## config.mk

```make
export PLATFORM = sky130hd
export DESIGN_NAME = lcd_cmd_seq
export DESIGN_NICKNAME = d
export VERILOG_FILES = /design/src/rtl/lcd_seq_pkg.sv /design/src/rtl/lcd_seq_rom.sv /design/src/rtl/lcd_ms_timer.sv /design/src/rtl/lcd_req_arb.sv /design/src/rtl/lcd_cmd_seq.sv
export SDC_FILE = /design/constraint.sdc
export NUM_CORES = 1
export LEC_CHECK = 0
export CAP_MARGIN = 20
export CORE_MARGIN = 10
export CORE_UTILIZATION = 32
export DETAILED_ROUTE_END_ITERATION = 16
export DONT_BUFFER_PORTS = 1
export REMOVE_ABC_BUFFERS = 1
export SYNTH_ARGS = -nofsm -noshare
export SYNTH_HDL_FRONTEND = slang
export SYNTH_SLANG_ARGS = --single-unit
```

## constraint.sdc

```tcl
create_clock -name clk_i -period 6.3 [get_ports clk_i]
set_clock_uncertainty 0.1 [all_clocks]
set_input_delay 0.315 -clock clk_i [delete_from_list [all_inputs] [get_ports clk_i]]
set_output_delay 0.315 -clock clk_i [all_outputs]
set_load 0.01 [all_outputs]
```

## src/rtl/lcd_seq_pkg.sv

```systemverilog
package lcd_seq_pkg;
  typedef enum logic [2:0] {
    OP_CS, OP_BYTE, OP_ARG, OP_RST, OP_WAIT, OP_END
  } op_e;

  typedef struct packed {
    op_e        op;
    logic [7:0] arg;
  } step_t;

  localparam int PC_W = 6;
  localparam int N_REQ = 4;
  // request index = precedence (0 wins)
  localparam int RQ_INIT = 0;
  localparam int RQ_WAKE = 1;
  localparam int RQ_SLEEP = 2;
  localparam int RQ_CONTRAST = 3;

  localparam logic [PC_W-1:0] PC_INIT     = 6'd0;
  localparam logic [PC_W-1:0] PC_SLEEP    = 6'd23;
  localparam logic [PC_W-1:0] PC_WAKE     = 6'd29;
  localparam logic [PC_W-1:0] PC_CONTRAST = 6'd34;
endpackage

```

## src/rtl/lcd_seq_rom.sv

```systemverilog
module lcd_seq_rom
  import lcd_seq_pkg::*;
(
  input  logic [PC_W-1:0] pc_i,
  output step_t           step_o
);
  function automatic step_t mk(op_e op, logic [7:0] a);
    step_t s;
    s.op  = op;
    s.arg = a;
    return s;
  endfunction

  always_comb begin
    unique case (pc_i)
      // power-up
      6'd0:  step_o = mk(OP_CS,   8'd0);
      6'd1:  step_o = mk(OP_CS,   8'd1);
      6'd2:  step_o = mk(OP_RST,  8'd242);
      6'd3:  step_o = mk(OP_BYTE, 8'hA2);
      6'd4:  step_o = mk(OP_BYTE, 8'hA0);
      6'd5:  step_o = mk(OP_BYTE, 8'hC8);
      6'd6:  step_o = mk(OP_BYTE, 8'h40);
      6'd7:  step_o = mk(OP_BYTE, 8'h2C);
      6'd8:  step_o = mk(OP_WAIT, 8'd50);
      6'd9:  step_o = mk(OP_BYTE, 8'h2E);
      6'd10: step_o = mk(OP_WAIT, 8'd50);
      6'd11: step_o = mk(OP_BYTE, 8'h2F);
      6'd12: step_o = mk(OP_WAIT, 8'd50);
      6'd13: step_o = mk(OP_BYTE, 8'h10);
      6'd14: step_o = mk(OP_BYTE, 8'hA6);
      6'd15: step_o = mk(OP_BYTE, 8'h81);
      6'd16: step_o = mk(OP_BYTE, 8'h1E);
      6'd17: step_o = mk(OP_BYTE, 8'hAF);
      6'd18: step_o = mk(OP_WAIT, 8'd100);
      6'd19: step_o = mk(OP_BYTE, 8'hA5);
      6'd20: step_o = mk(OP_WAIT, 8'd200);
      6'd21: step_o = mk(OP_BYTE, 8'hA4);
      6'd22: step_o = mk(OP_END,  8'd0);
      // sleep-enter
      6'd23: step_o = mk(OP_CS,   8'd1);
      6'd24: step_o = mk(OP_BYTE, 8'hAC);
      6'd25: step_o = mk(OP_BYTE, 8'h00);
      6'd26: step_o = mk(OP_BYTE, 8'hAE);
      6'd27: step_o = mk(OP_BYTE, 8'hA5);
      6'd28: step_o = mk(OP_END,  8'd0);
      // sleep-exit
      6'd29: step_o = mk(OP_CS,   8'd1);
      6'd30: step_o = mk(OP_BYTE, 8'hA4);
      6'd31: step_o = mk(OP_BYTE, 8'hAF);
      6'd32: step_o = mk(OP_WAIT, 8'd50);
      6'd33: step_o = mk(OP_END,  8'd0);
      // contrast
      6'd34: step_o = mk(OP_CS,   8'd1);
      6'd35: step_o = mk(OP_BYTE, 8'h81);
      6'd36: step_o = mk(OP_ARG,  8'd0);
      6'd37: step_o = mk(OP_END,  8'd0);
      default: step_o = mk(OP_END, 8'd0);
    endcase
  end
endmodule

```

## src/rtl/lcd_ms_timer.sv

```systemverilog
module lcd_ms_timer #(
  parameter int CYC_PER_MS = 16000,
  parameter int MS_W       = 8
) (
  input  logic            clk_i,
  input  logic            rst_ni,
  input  logic            run_i,
  input  logic [MS_W-1:0] ms_i,
  output logic            done_o
);
  localparam int CYC_W = $clog2(CYC_PER_MS + 1);
  localparam logic [CYC_W-1:0] CYC_LAST = CYC_W'(CYC_PER_MS - 1);

  logic [CYC_W-1:0] cyc_q;
  logic [MS_W-1:0]  ms_q;
  logic             cyc_wrap;

  assign cyc_wrap = (cyc_q == CYC_LAST);
  assign done_o   = run_i && ((ms_i == '0) || (cyc_wrap && (ms_q == ms_i - 1'b1)));

  always_ff @(posedge clk_i or negedge rst_ni) begin
    if (!rst_ni) begin
      cyc_q <= '0;
      ms_q  <= '0;
    end else if (!run_i || done_o) begin
      cyc_q <= '0;
      ms_q  <= '0;
    end else if (cyc_wrap) begin
      cyc_q <= '0;
      ms_q  <= ms_q + 1'b1;
    end else begin
      cyc_q <= cyc_q + 1'b1;
    end
  end

  // the cycle counter never passes one millisecond
  p_cyc_bound_r4: assert property (@(posedge clk_i) disable iff (!rst_ni)
    cyc_q <= CYC_LAST);
  // the millisecond counter stays below the requested wait
  p_ms_bound_r4: assert property (@(posedge clk_i) disable iff (!rst_ni)
    run_i && ms_i != '0 |-> ms_q < ms_i);
endmodule

```

## src/rtl/lcd_req_arb.sv

```systemverilog
module lcd_req_arb
  import lcd_seq_pkg::*;
(
  input  logic             clk_i,
  input  logic             rst_ni,
  input  logic             idle_i,
  input  logic [N_REQ-1:0] req_i,
  output logic             start_o,
  output logic             take_contrast_o,
  output logic [PC_W-1:0]  start_pc_o
);
  logic [N_REQ-1:0] gnt;

  // lowest index wins
  always_comb begin
    gnt = '0;
    for (int i = N_REQ - 1; i >= 0; i--) begin
      if (req_i[i]) gnt = N_REQ'(1) << i;
    end
    if (!idle_i) gnt = '0;
  end

  always_comb begin
    start_pc_o = PC_INIT;
    if (gnt[RQ_WAKE])     start_pc_o = PC_WAKE;
    if (gnt[RQ_SLEEP])    start_pc_o = PC_SLEEP;
    if (gnt[RQ_CONTRAST]) start_pc_o = PC_CONTRAST;
  end

  assign start_o         = |gnt;
  assign take_contrast_o = gnt[RQ_CONTRAST];

  // at most one job granted per cycle
  p_one_grant_r10: assert property (@(posedge clk_i) disable iff (!rst_ni)
    $onehot0(gnt));
  // nothing granted while a job runs
  p_no_grant_busy_r9: assert property (@(posedge clk_i) disable iff (!rst_ni)
    !idle_i |-> !start_o);
endmodule

```

## src/rtl/lcd_cmd_seq.sv

```systemverilog
module lcd_cmd_seq
  import lcd_seq_pkg::*;
#(
  parameter int CYC_PER_MS = 16000,
  parameter int MS_W       = 8
) (
  input  logic       clk_i,
  input  logic       rst_ni,
  input  logic       req_init_i,
  input  logic       req_sleep_i,
  input  logic       req_wake_i,
  input  logic       req_contrast_i,
  input  logic [7:0] contrast_i,
  output logic       busy_o,
  output logic       done_o,
  output logic [7:0] cmd_byte_o,
  output logic       cmd_dc_o,
  output logic       cmd_valid_o,
  input  logic       cmd_ready_i,
  output logic       cs_o,
  output logic       lcd_rst_no
);
  logic [PC_W-1:0]  pc_q;
  logic             busy_q, cs_q, done_q;
  logic [7:0]       cval_q;
  step_t            step;
  logic [N_REQ-1:0] req;
  logic             start, take_contrast, tmr_run, tmr_done, sending;
  logic [PC_W-1:0]  start_pc;

  always_comb begin
    req = '0;
    req[RQ_INIT]     = req_init_i;
    req[RQ_WAKE]     = req_wake_i;
    req[RQ_SLEEP]    = req_sleep_i;
    req[RQ_CONTRAST] = req_contrast_i;
  end

  lcd_req_arb u_arb (
    .clk_i           (clk_i),
    .rst_ni          (rst_ni),
    .idle_i          (!busy_q),
    .req_i           (req),
    .start_o         (start),
    .take_contrast_o (take_contrast),
    .start_pc_o      (start_pc)
  );

  lcd_seq_rom u_rom (
    .pc_i   (pc_q),
    .step_o (step)
  );

  assign tmr_run = busy_q && (step.op == OP_WAIT || step.op == OP_RST);

  lcd_ms_timer #(
    .CYC_PER_MS (CYC_PER_MS),
    .MS_W       (MS_W)
  ) u_tmr (
    .clk_i  (clk_i),
    .rst_ni (rst_ni),
    .run_i  (tmr_run),
    .ms_i   (MS_W'(step.arg)),
    .done_o (tmr_done)
  );

  assign sending = busy_q && (step.op == OP_BYTE || step.op == OP_ARG);

  always_ff @(posedge clk_i or negedge rst_ni) begin
    if (!rst_ni) begin
      busy_q <= 1'b0;
      pc_q   <= '0;
      cs_q   <= 1'b0;
      done_q <= 1'b0;
      cval_q <= '0;
    end else begin
      done_q <= 1'b0;
      if (!busy_q) begin
        if (start) begin
          busy_q <= 1'b1;
          pc_q   <= start_pc;
        end
        if (take_contrast) cval_q <= contrast_i;
      end else begin
        unique case (step.op)
          OP_CS: begin
            cs_q <= step.arg[0];
            pc_q <= pc_q + 1'b1;
          end
          OP_BYTE, OP_ARG: if (cmd_ready_i) pc_q <= pc_q + 1'b1;
          OP_RST, OP_WAIT: if (tmr_done) pc_q <= pc_q + 1'b1;
          default: begin
            cs_q   <= 1'b0;
            busy_q <= 1'b0;
            done_q <= 1'b1;
          end
        endcase
      end
    end
  end

  assign busy_o      = busy_q;
  assign done_o      = done_q;
  assign cs_o        = cs_q;
  assign cmd_dc_o    = 1'b0;
  assign cmd_valid_o = sending;
  assign cmd_byte_o  = (step.op == OP_ARG) ? (cval_q >> 2) : step.arg;
  assign lcd_rst_no  = !(busy_q && step.op == OP_RST);

  // a stalled byte stays offered and unchanged
  p_hold_r5: assert property (@(posedge clk_i) disable iff (!rst_ni)
    cmd_valid_o && !cmd_ready_i |=> cmd_valid_o && $stable(cmd_byte_o));
  // bytes go out in instruction mode with the panel selected
  p_cmd_mode_r6: assert property (@(posedge clk_i) disable iff (!rst_ni)
    cmd_valid_o |-> !cmd_dc_o && cs_o);
  // reset pulse only inside a job
  p_rst_in_job_r3: assert property (@(posedge clk_i) disable iff (!rst_ni)
    !lcd_rst_no |-> busy_o);
  // single-cycle done, already idle
  p_done_pulse_r11: assert property (@(posedge clk_i) disable iff (!rst_ni)
    done_o |=> !done_o);
  p_done_idle_r11: assert property (@(posedge clk_i) disable iff (!rst_ni)
    done_o |-> !busy_o);
  // panel deselected when idle
  p_cs_idle_r12: assert property (@(posedge clk_i) disable iff (!rst_ni)
    !busy_o |-> !cs_o);
endmodule

```

## After elaboration in Yosys (flattened, before gate mapping)

Memories as Yosys holds them, arrays and structs flattened.
Index checks and enable logic that the tools add are counted.

| storage, ports and cells | value |
|---|---|
| flip-flop bits (word level) | 39 |
| memory bits (read-only) | 704 |
| input bits | 15 |
| output and inout bits | 14 |
| word-level logic and storage cells | 70 |
| memories kept | 1 |

Memory list:

| memory | words | bits a word | read ports | clocked after Yosys merged registers in | write ports | RTL line | RTL |
|---|---|---|---|---|---|---|---|
| (no name shown) | 64 | 11 | 1 | 0 | 0 | lcd_seq_rom.sv:15 | `unique case (pc_i)` |

| cells by class | value |
|---|---|
| $add $sub $neg | 4 |
| equal/unequal tests | 9 |
| multiplexer cells | 24 |
| bitwise gates (word level) | 2 |
| reduce and logical (&&, ||, !) cells | 23 |

Operators by type and width:

| kind | count |
|---|---|
| $mux 6 | 5 |
| $mux 14 | 2 |
| $mux 8 | 3 |
| $mux 4 | 5 |
| $pmux 6 s3 | 1 |
| $add 14x1->14 const B | 1 |
| $eq 14x14->1 const B | 1 |
| $mux 5 | 2 |
| $add 8x1->8 const B | 1 |
| $eq 8x8->1 | 1 |
| $logic_not 8->1 | 1 |
| $reduce_or 4->1 | 2 |
| $sub 8x1->8 const B | 1 |
| $add 6x1->6 const B | 1 |
| $eq 3x2->1 const B | 2 |
| $logic_and 1x1->1 | 5 |
| $mux 1 | 5 |
| $reduce_or 5->1 | 1 |
| $logic_or 1x1->1 | 4 |
| $ne 4x1->1 const B | 1 |
| $reduce_and 2->1 | 2 |
| $reduce_and 4->1 | 1 |
| $reduce_bool 2->1 | 2 |
| $reduce_or 2->1 | 2 |
| 8 further kinds | 10 |

## Longest topological paths before layout

Gate-level depths: netlist of run 1.

| depth | value |
|---|---|
| word-level depth | 10 |
| gate-level depth with buffers | 18 |
| depth with buffers taken out | 15 |

## Hierarchy

A second synthesis of run 1 with hierarchy kept.

| unflattened totals | value |
|---|---|
| cell total of the unflattened synthesis | 358 |
| area, all modules | 3,321.9 um2 |

Modules (own cells, without submodules):

| module | times used | cells each | area an instance (um2) | sequential area each (um2) |
|---|---|---|---|---|
| lcd_ms_timer | 1 | 143 | 1,457.6 | 550.5 |
| lcd_cmd_seq | 1 | 103 | 991.0 | 375.4 |
| lcd_seq_rom | 1 | 100 | 793.3 | 0.0 |
| lcd_req_arb | 1 | 12 | 80.1 | 0.0 |

## Worst setup path before layout of run 1

No wires, ideal clock.

| timing path | value |
|---|---|
| kind | register to register |
| start | register pc_q[2] |
| end | register u_tmr.cyc_q[10] |
| library setup time | 0.142 ns |
| data arrival time | 3.375 ns |
| data required time | 6.058 ns |
| slack | 2.683 ns |
| stages on the path, launching flop included | 19 |
| cell sequence | dfrtp_1 buf_6 buf_2 inv_1 ha_1 or2_2 a211oi_1 o22ai_2 inv_2 ha_1 xor2_1 o311ai_0 a21oi_1 o311ai_0 o21ai_2 o21ai_4 a31oi_4 buf_6 nor3_2 |

| between the ends | value |
|---|---|
| cells in the longest elaborated chain, start to end | 8 |
| elaborated cells between the ends (all ways) | 14 |
| classes of those cells | add/sub: 1; eq/ne: 3; mux: 1; reduce/logical: 8; memory: 1 |

Ends and longest elaborated chain:

| item | RTL line | RTL |
|---|---|---|
| start, declared | lcd_cmd_seq.sv:23 | `logic [PC_W-1:0] pc_q;` |
| start signal, assigned | lcd_cmd_seq.sv:81 | `pc_q <= start_pc;` |
| start signal, assigned | lcd_cmd_seq.sv:88 | `pc_q <= pc_q + 1'b1;` |
| start signal, assigned | lcd_cmd_seq.sv:90 | `OP_BYTE, OP_ARG: if (cmd_ready_i) pc_q <= pc_q + 1'b1;` |
| $mem_v2 64x11 * | - |  |
| $sub 8x1->8 | lcd_ms_timer.sv:19 | `assign done_o = run_i && ((ms_i == '0) \|\| (cyc_wrap && (ms_q == ms_i - 1'b1)));` |
| $eq 8x8->1 | lcd_ms_timer.sv:19 |  |
| $logic_and 1x1->1 | lcd_ms_timer.sv:19 |  |
| $logic_or 1x1->1 | lcd_ms_timer.sv:19 |  |
| $logic_and 1x1->1 | lcd_ms_timer.sv:19 |  |
| $logic_or 1x1->1 * | lcd_ms_timer.sv:25 | `end else if (!run_i \|\| done_o) begin` |
| $mux 14 * | lcd_ms_timer.sv:25 |  |
| end signal, assigned | lcd_ms_timer.sv:32 | `cyc_q <= cyc_q + 1'b1;` |
| end, declared | lcd_ms_timer.sv:14 | `logic [CYC_W-1:0] cyc_q;` |

Every way passes the cells marked *; elsewhere a longest branch is shown, timed or not.
A chain may end at the register's enable or synchronous reset.

## Worst setup path after layout of run 1

| timing path | value |
|---|---|
| start | register pc_q[1] |
| end | register u_tmr.ms_q[6] |

| between the ends | value |
|---|---|
| cells in the longest elaborated chain, start to end | 8 |
| elaborated cells between the ends (all ways) | 15 |
| classes of those cells | add/sub: 1; eq/ne: 3; mux: 1; reduce/logical: 9; memory: 1 |

Ends and longest elaborated chain:

| item | RTL line | RTL |
|---|---|---|
| $mem_v2 64x11 * | - |  |
| $sub 8x1->8 | lcd_ms_timer.sv:19 |  |
| $eq 8x8->1 | lcd_ms_timer.sv:19 |  |
| $logic_and 1x1->1 | lcd_ms_timer.sv:19 |  |
| $logic_or 1x1->1 | lcd_ms_timer.sv:19 |  |
| $logic_and 1x1->1 | lcd_ms_timer.sv:19 |  |
| $logic_or 1x1->1 * | lcd_ms_timer.sv:25 |  |
| $mux 8 or $reduce_bool 2->1 (tied branches) | - |  |
| end signal, assigned | lcd_ms_timer.sv:30 | `ms_q <= ms_q + 1'b1;` |
| end, declared | lcd_ms_timer.sv:15 | `logic [MS_W-1:0] ms_q;` |

Marks and branches as above.

==> impl_metrics.csv, run 1 <==
group,metric,value,unit
status,outcome,"complete, no violations",
worst_setup_path,cp-endpoint,"u_tmr.ms_q[6]$_DFFE_PN0P_",
worst_setup_path,crit_type,"flip-flop to flip-flop",
worst_setup_path,cp_max_fo,24,
worst_setup_path,end_kind,"flip-flop",
placed_design,pre_cts_ws,1.78,ns
route,ant_nets,0,
worst_setup_path,cp.depth,15,
yosys,avgSynthCellArea,9.07,µm²
timing,worst_slew_pin_slew,0.875,ns
worst_setup_path,cpLargestDelayFamily,"compound AO/OA/AOI/OAI gates",
die,core_area,0.0103,mm²
yosys,synthAdderAreaFrac,5.90,%
clocking,cts-buffers-inserted,5,
yosys,synth_edf_count,0,
route,first_pass_iters,4,
worst_setup_path,crit_start,"pc_q[1]$_DFFE_PN0P_",
route,routed_wl,8.29,mm
die,boundaryPins,29,
global_routing,grt_pass1_wl,13.6,mm
worst_setup_path,cpMaxStageDelayCell,"a31oi_4",
timing,fin_crit_sh,72.2,%
worst_setup_path,cp_num_buf_inv,3,
worst_setup_path,r2r_end,"u_tmr.ms_q[6]$_DFFE_PN0P_",
clocking,cts_max_level,2,
clocking,clk_latency,0.29,ns
cells_and_area,final_common_cell,"dfrtp_1",
timing,rsz0062_at_grt,"no",
worst_setup_path,critical_path_required,6.34,ns
route,top_layer_used,"met4",
worst_setup_path,cpPeakStageDelay,0.72,ns
yosys,synth-async-reset-ratio,100,%
timing,finalSetupViolCount,0,
route,drtIter0Drc,122,
die,die_h,123,µm
min_path,hold_class,"primary input to flip-flop",
timing,final.setup.tns,0,ns
flow_run,drv_cap,0,
yosys,synth_top_family_by_area,"simple AND/OR/NAND/NOR gates",
yosys,ys_warn_count,0,
timing,slew_headroom,41.6,%
worst_setup_path,r2r_start,"pc_q[1]$_DFFE_PN0P_",
die,dieWidth,123,µm
worst_setup_path,critPathLaunchType,"flip-flop",
placed_design,place_congestion,0.891,
timing,drv_slew,0,
cells_and_area,final_util,34.8,%
clocking,cts-root-buf,"clkbuf_8",
global_routing,grt_pass1_vias,2657,
route,vias,2697,
timing,min_period,4.55,ns
worst_setup_path,r2r_slack,1.75,ns
yosys,synth_area_leader_cell,"dfrtp_1",
yosys,synth_cell_types,81,
yosys,synth-compound-area-share,19.3,%
cells_and_area,drive_gt1_share,15.3,%
route,detail_route.wl_per_cell,16.5,µm
route,met2WireLength,4.16,mm
clocking,cts_setup_buffers,0,
yosys,seq_area_frac_synth,27.3,%
yosys,synth_area_leaders,"dfrtp_1 27%, ha_1 5.9%, xor2_1 5.2%",
cells_and_area,layout_common_cells,"37 x dfrtp_1, 34 x nor2_1, 20 x xor2_1",
power,ir_worst_vdd,250,µV
yosys,yosys_register_bits,37,
clocking,clk_pin_slew,0.08,ns
yosys,syn_area,0.00339,mm²
cells_and_area,area_growth,5.79,%
worst_setup_path,cp_data_arrival_time,4.59,ns
clocking,cts_tree,"built",
clocking,clkSinkCount,37,
cells_and_area,final_nets,396,
global_routing,grt_max_degree,38,
cells_and_area,design_area,0.00359,mm²
placed_design,io_buffers,0,
die,die-area,0.0151,mm²
die,initial_core_util,32.9,%
route,route.met3.wl,360,µm
clocking,clockBufferDepth,2,
route,met1_length,3.56,mm
placed_design,dp_hpwl,6.02,mm
power,p_per_area,585,mW/mm²
route,via_per_inst,5.36,
placed_design,place_area,0.00344,mm²
worst_setup_path,cp_common_cell,"inv_1",
die,std_cell_rows,37,
yosys,synth-simple-area-share,26.8,%
worst_setup_path,r2r_cells,15,
yosys,synthCells,374,
route,post-route-drc-count,0,
global_routing,overflow,0,
timing,layout_setup_ws,1.75,ns
global_routing,antenna_found_initial,1,
yosys,synth_top_area_share,27.3,%
worst_setup_path,path_cells,"inv_1 -> ha_1 -> inv_1 -> a2111oi_0 -> a311o_1 -> inv_1 -> ha_1 -> xor2_1 -> o311ai_0 -> a21oi_1 -> o311ai_0 -> o21ai_2 -> o21ai_4 -> a31oi_4 -> nor2_1",
timing,hold_viol_final,0,
timing,fmax,220,MHz
yosys,ys.flop_type,"dfrtp_1",
yosys,muxShareOfSynthArea,5.16,%
global_routing,grt_usage,11.0,%
power,leakage,1.46,nW
yosys,synth-xor-area-share,9.04,%
worst min-delay path by stage:
| stage | start | to | slack, ns | cells after the start |
|---|---|---|---|---|
| after floorplan | rst_ni | busy_o$_DFF_PN0_ | -0.08 | 0 |
| after global placement | rst_ni | u_tmr.cyc_q[12]$_DFF_PN0_ | -0.08 | 0 |
| after detailed placement | rst_ni | u_tmr.cyc_q[8]$_DFF_PN0_ | -0.08 | 0 |
| after CTS | contrast_i[7] | cval_q[7]$_DFFE_PN0P_ | 0.06 | 1 |
| after global routing | contrast_i[7] | cval_q[7]$_DFFE_PN0P_ | 0.06 | 1 |
| final | contrast_i[7] | cval_q[7]$_DFFE_PN0P_ | 0.07 | 1 |
cell families (layout without fill, tap and decap cells):
family          count (synthesis)  count (layout)
simple gates                  152             152
compound gates                 80              80
flops                          37              37
buf+inv                        37              29
xor+xnor                       35              35
fa+ha+maj                      16              16
mux                            16              16
other cells                     1               2
through the flow:
stage / hold slack [ns] / total power [mW] / cells
2_1_floorplan: -0.0806 / 1.53 / 351
3_3_place_gp: -0.0792 / 1.85 / 492
3_5_place_dp: -0.0791 / 1.87 / 492
4_1_cts: 0.0599 / 2.11 / 502
5_1_grt: 0.0566 / 2.27 / 502
6_report: 0.0679 / 2.10 / 503
area by class of cell:
type / instances / area (µm²)
diodes: 1 / 2.50
clock buffers: 6 / 82.6
clock inverters: 2 / 37.5
fillers: 1042 / 6740
inverters: 14 / 52.6
multi-input cells: 300 / 2250
flip-flops and latches: 37 / 926
well taps: 136 / 170
repair buffers: 7 / 67.6
worst reg2reg max path, stage by stage (launching register included):
cell       delay (ns)
dfrtp_1          0.59
inv_1            0.32
ha_1             0.39
inv_1            0.11
a2111oi_0        0.30
a311o_1          0.33
inv_1            0.13
ha_1             0.30
xor2_1           0.15
o311ai_0         0.14
a21oi_1          0.14
o311ai_0         0.19
o21ai_2          0.23
o21ai_4          0.14
a31oi_4          0.72
nor2_1           0.13
cells in the mapped netlist (7+ instances only):
cell type	n
a21oi_1	15
and3_1	7
buf_6	8
clkbuf_1	7
dfrtp_1	37
ha_1	16
inv_1	13
mux2_2	8
mux2i_1	7
nand2_1	17
nand3_1	13
nand4_1	8
nor2_1	34
nor2b_1	11
nor3_1	13
nor3_2	8
o21ai_0	11
xnor2_1	15
xor2_1	20
flip-flops by register name, summed over array words and instances, names as in the netlist:
name         flops
busy_o           1
cs_o             1
cval_q           6
done_o           1
pc_q             6
u_tmr.cyc_q     14
u_tmr.ms_q       8
power breakdown:
part | leakage (nW) | internal [mW] | switching (mW)
clock network | 0.0574 | 0.129 | 0.0879
logic | 0.909 | 0.574 | 0.942
registers | 0.495 | 0.285 | 0.0825
what timing repair did:
action,CTS,global route
gates resized for setup,0,0
endpoints found under the hold margin,37,0
hold buffers,2,0
metal layers:
layer  track usage, %  vias to the layer above
li1                 -                     1331
met1             13.5                     1309
met2             18.3                       38
met3             2.73                       19
met4             3.98                        0
met5                0                        -
No activity file was read; power rests on OpenSTA's default activity.
==> run 2, diff against run 1 <==
Settings changed: ABC_AREA from default to 1.
Clock period 6.3 ns to 4.12 ns, I/O delays scaled along.
==> run 2 against run 1 <==
Against the previous run:
- sequential share of layout area up 1.1 points
- combinational power up 34%
- synthesized cell count up 22%
- count of clock-buffer cells in the layout unchanged
- worst hold slack worse by 0.016 ns
- cell count up 19%
==> impl_metrics.csv, run 2 <==
group,metric,value,unit
status,outcome,"complete, no violations",
placed_design,place_congestion,0.882,
global_routing,grt_pass1_wl,13.2,mm
worst_setup_path,cp_common_cell,"nand2_1",
global_routing,grt_max_degree,38,
cells_and_area,design_area,0.00344,mm²
yosys,synth_edf_count,0,
cells_and_area,final_common_cell,"nand2_1",
yosys,synth_cell_types,39,
worst_setup_path,r2r_start,"pc_q[1]$_DFFE_PN0P_",
min_path,min_path_cells,4,
cells_and_area,reg_top3,"u_tmr.cyc_q (14), u_tmr.ms_q (8)",
placed_design,dp_hpwl,5.75,mm
global_routing,overflow,0,
die,std_cell_rows,36,
die,initial_core_util,32.6,%
min_path,min-delay-start,"req_contrast_i",
yosys,seq_area_frac_synth,29.3,%
route,first_pass_iters,6,
yosys,synth_top_area_share,29.3,%
worst_setup_path,cp_num_buf_inv,4,
global_routing,antenna_found_initial,0,
route,vias,2869,
clocking,cts-buffers-inserted,5,
route,post-route-drc-count,0,
placed_design,place_area,0.00326,mm²
cells_and_area,layout_common_cells,"137 x nand2_1, 49 x inv_1, 47 x nor2_1",
power,ir_worst_vdd,419,µV
cells_and_area,diodes,0,
die,die_h,119,µm
min_path,hold_class,"primary input to flip-flop",
yosys,avgSynthCellArea,6.93,µm²
worst_setup_path,r2r_slack,0.51,ns
min_path,worstHoldEndpoint,"busy_o$_DFF_PN0_",
worst_setup_path,end_kind,"flip-flop",
placed_design,io_buffers,0,
cells_and_area,area_growth,8.83,%
yosys,syn_area,0.00316,mm²
timing,drv_slew,0,
clocking,cts-root-buf,"clkbuf_8",
cells_and_area,final_nets,495,
power,p_per_area,827,mW/mm²
route,ant_nets,0,
timing,min_period,3.61,ns
clocking,clk_latency,0.30,ns
worst_setup_path,critPathLaunchType,"flip-flop",
flow_run,drv_cap,0,
worst_setup_path,cpPeakStageDelay,0.58,ns
timing,final.setup.tns,0,ns
route,detail_route.wl_per_cell,12.6,µm
global_routing,grt_pass1_vias,2741,
clocking,cts_tree,"built",
yosys,synthCells,456,
yosys,synth.top_cells.by_count,"137 x nand2_1, 49 x inv_1, 47 x nor2_1",
worst_setup_path,path_cells,"ha_1 -> ha_1 -> o21ai_0 -> o21ai_1 -> nand2_1 -> nand2_1 -> nand2_1 -> nand2_1 -> inv_1 -> ha_1 -> xnor2_1 -> inv_1 -> nand2_1 -> nand2_1 -> inv_1 -> nand3_1 -> nor2_1 -> nand2_1 -> nor2_2 -> nand2_2 -> nand2_4 -> buf_4 -> nor3_2",
clocking,cts_max_level,2,
die,die-area,0.0143,mm²
clocking,clkSinkCount,37,
power,leakage,1.63,nW
yosys,yosysMostFrequentCell,"nand2_1",
placed_design,pre_cts_ws,0.564,ns
cells_and_area,top_register,"u_tmr.cyc_q",
cells_and_area,drive_gt1_share,14.7,%
timing,hold_viol_final,0,
timing,holdWs,0.0521,ns
power,p_total,2.85,mW
timing,rsz0062_at_grt,"no",
clocking,clk_pin_slew,0.08,ns
worst_setup_path,crit_start,"pc_q[1]$_DFFE_PN0P_",
worst_setup_path,cpLargestDelayFamily,"simple AND/OR/NAND/NOR gates",
clocking,cts_resized,0,
timing,fin_crit_sh,87.6,%
worst_setup_path,cp_max_fo,16,
yosys,synth_area_leader_cell,"dfrtp_1",
die,boundaryPins,29,
route,via_per_inst,4.81,
route,routed_wl,7.55,mm
die,dieWidth,119,µm
worst_setup_path,r2r_cells,23,
route,drtIter0Drc,236,
yosys,yosys_register_bits,37,
cells_and_area,fillerInstances,1031,
yosys,ys.flop_type,"dfrtp_1",
worst_setup_path,critical_path_required,4.20,ns
yosys,ys_warn_count,0,
timing,fmax,277,MHz
cells_and_area,largest_reg_flops,14,
timing,layout_setup_ws,0.511,ns
global_routing,grt_usage,11.0,%
worst_setup_path,crit_type,"flip-flop to flip-flop",
worst_setup_path,r2r_end,"u_tmr.cyc_q[6]$_DFF_PN0_",
yosys,synth_area_leaders,"dfrtp_1 29%, nand2_1 16%, nand3_1 6.5%",
cells_and_area,register_area,926,µm²
yosys,synth-async-reset-ratio,100,%
die,core_area,0.00968,mm²
worst_setup_path,cp_data_arrival_time,3.68,ns
clocking,clockBufferDepth,2,
timing,finalSetupViolCount,0,
cells_and_area,multi_input_area,0.00190,mm²
worst_setup_path,cpMaxStageDelayCell,"dfrtp_1",
-- run 2: cell count changes after synthesis, sizes merged, moves of 7 or more --
cell / delta
xor2: -11
nor2: +23
nand2: +134
nor3: -10
nand3: +31
mux2i: -7
inv: +41
nor2b: -11
xnor2: -10
and3: -7
clkbuf: -7
-- run 2: layer usage --
metal,vias up,track usage [%],wire [µm]
met5,-,0,0
met4,0,5.28,187
met3,13,2.13,442
met2,80,16.7,3330
met1,1316,14.8,3580
li1,1460,-,-
-- run 2: metrics by stage --
stage | std cells | utilization, %
floorplan | 442 | -
global placement | 582 | 33.7
detailed placement | 582 | 33.7
CTS | 597 | 35.5
global route | 597 | 35.5
finish | 597 | 35.5
-- run 2: worst max-delay path by stage --
stage | end | depth (start not counted)
after CTS | u_tmr.cyc_q[6]$_DFF_PN0_ | 23
after global placement | u_tmr.cyc_q[6]$_DFF_PN0_ | 23
final | u_tmr.cyc_q[6]$_DFF_PN0_ | 23
after detailed placement | u_tmr.cyc_q[6]$_DFF_PN0_ | 23
after global routing | pc_q[2]$_DFFE_PN0P_ | 24
after floorplan | pc_q[2]$_DFFE_PN0P_ | 24
-- run 2: cell type report --
type                            count  area share (%)
Sequential cell                    37            26.9
Inverter                           55            6.15
Timing Repair Buffer               15            4.15
Tap cell                          133            4.84
Multi-Input combinational cell    350            55.3
Clock buffer                        6            2.40
Clock inverter                      1           0.218
-- run 2: cells by family (layout without fill, tap and decap cells) --
family	count (synthesis)	count (layout)	synth area share (%)
buffers and inverters	69	77	10.5
AND/OR/NAND/NOR	275	275	40.4
XOR/XNOR	14	14	3.88
flip-flops	37	37	29.3
AO/OA/AOI/OAI	38	38	7.32
adder cells (fa/ha/maj)	16	16	6.33
other	1	1	0.119
multiplexers	6	6	2.14
-- run 2: worst reg2reg max path: cells and delay by family (launching register included) --
family	cells	cell delay, ns
xor gates and xnor gates	1	0.19
AOI/OAI and AO/OA	2	0.17
DFF	1	0.58
adders and majority gates	3	0.80
and+or+nand+nor	13	1.20
buffers and inverters	4	0.46
-- run 2: power breakdown --
group	total, mW	internal (mW)	switching (mW)	leakage (nW)
logic	2.04	0.651	1.39	1.09
registers	0.534	0.430	0.104	0.499
clock network	0.269	0.132	0.137	0.0433
-- run 2: timing repair --
item / CTS / global route
setup buffers: 0 / 0
hold endpoints to repair: 43 / 0
hold buffers: 8 / 0
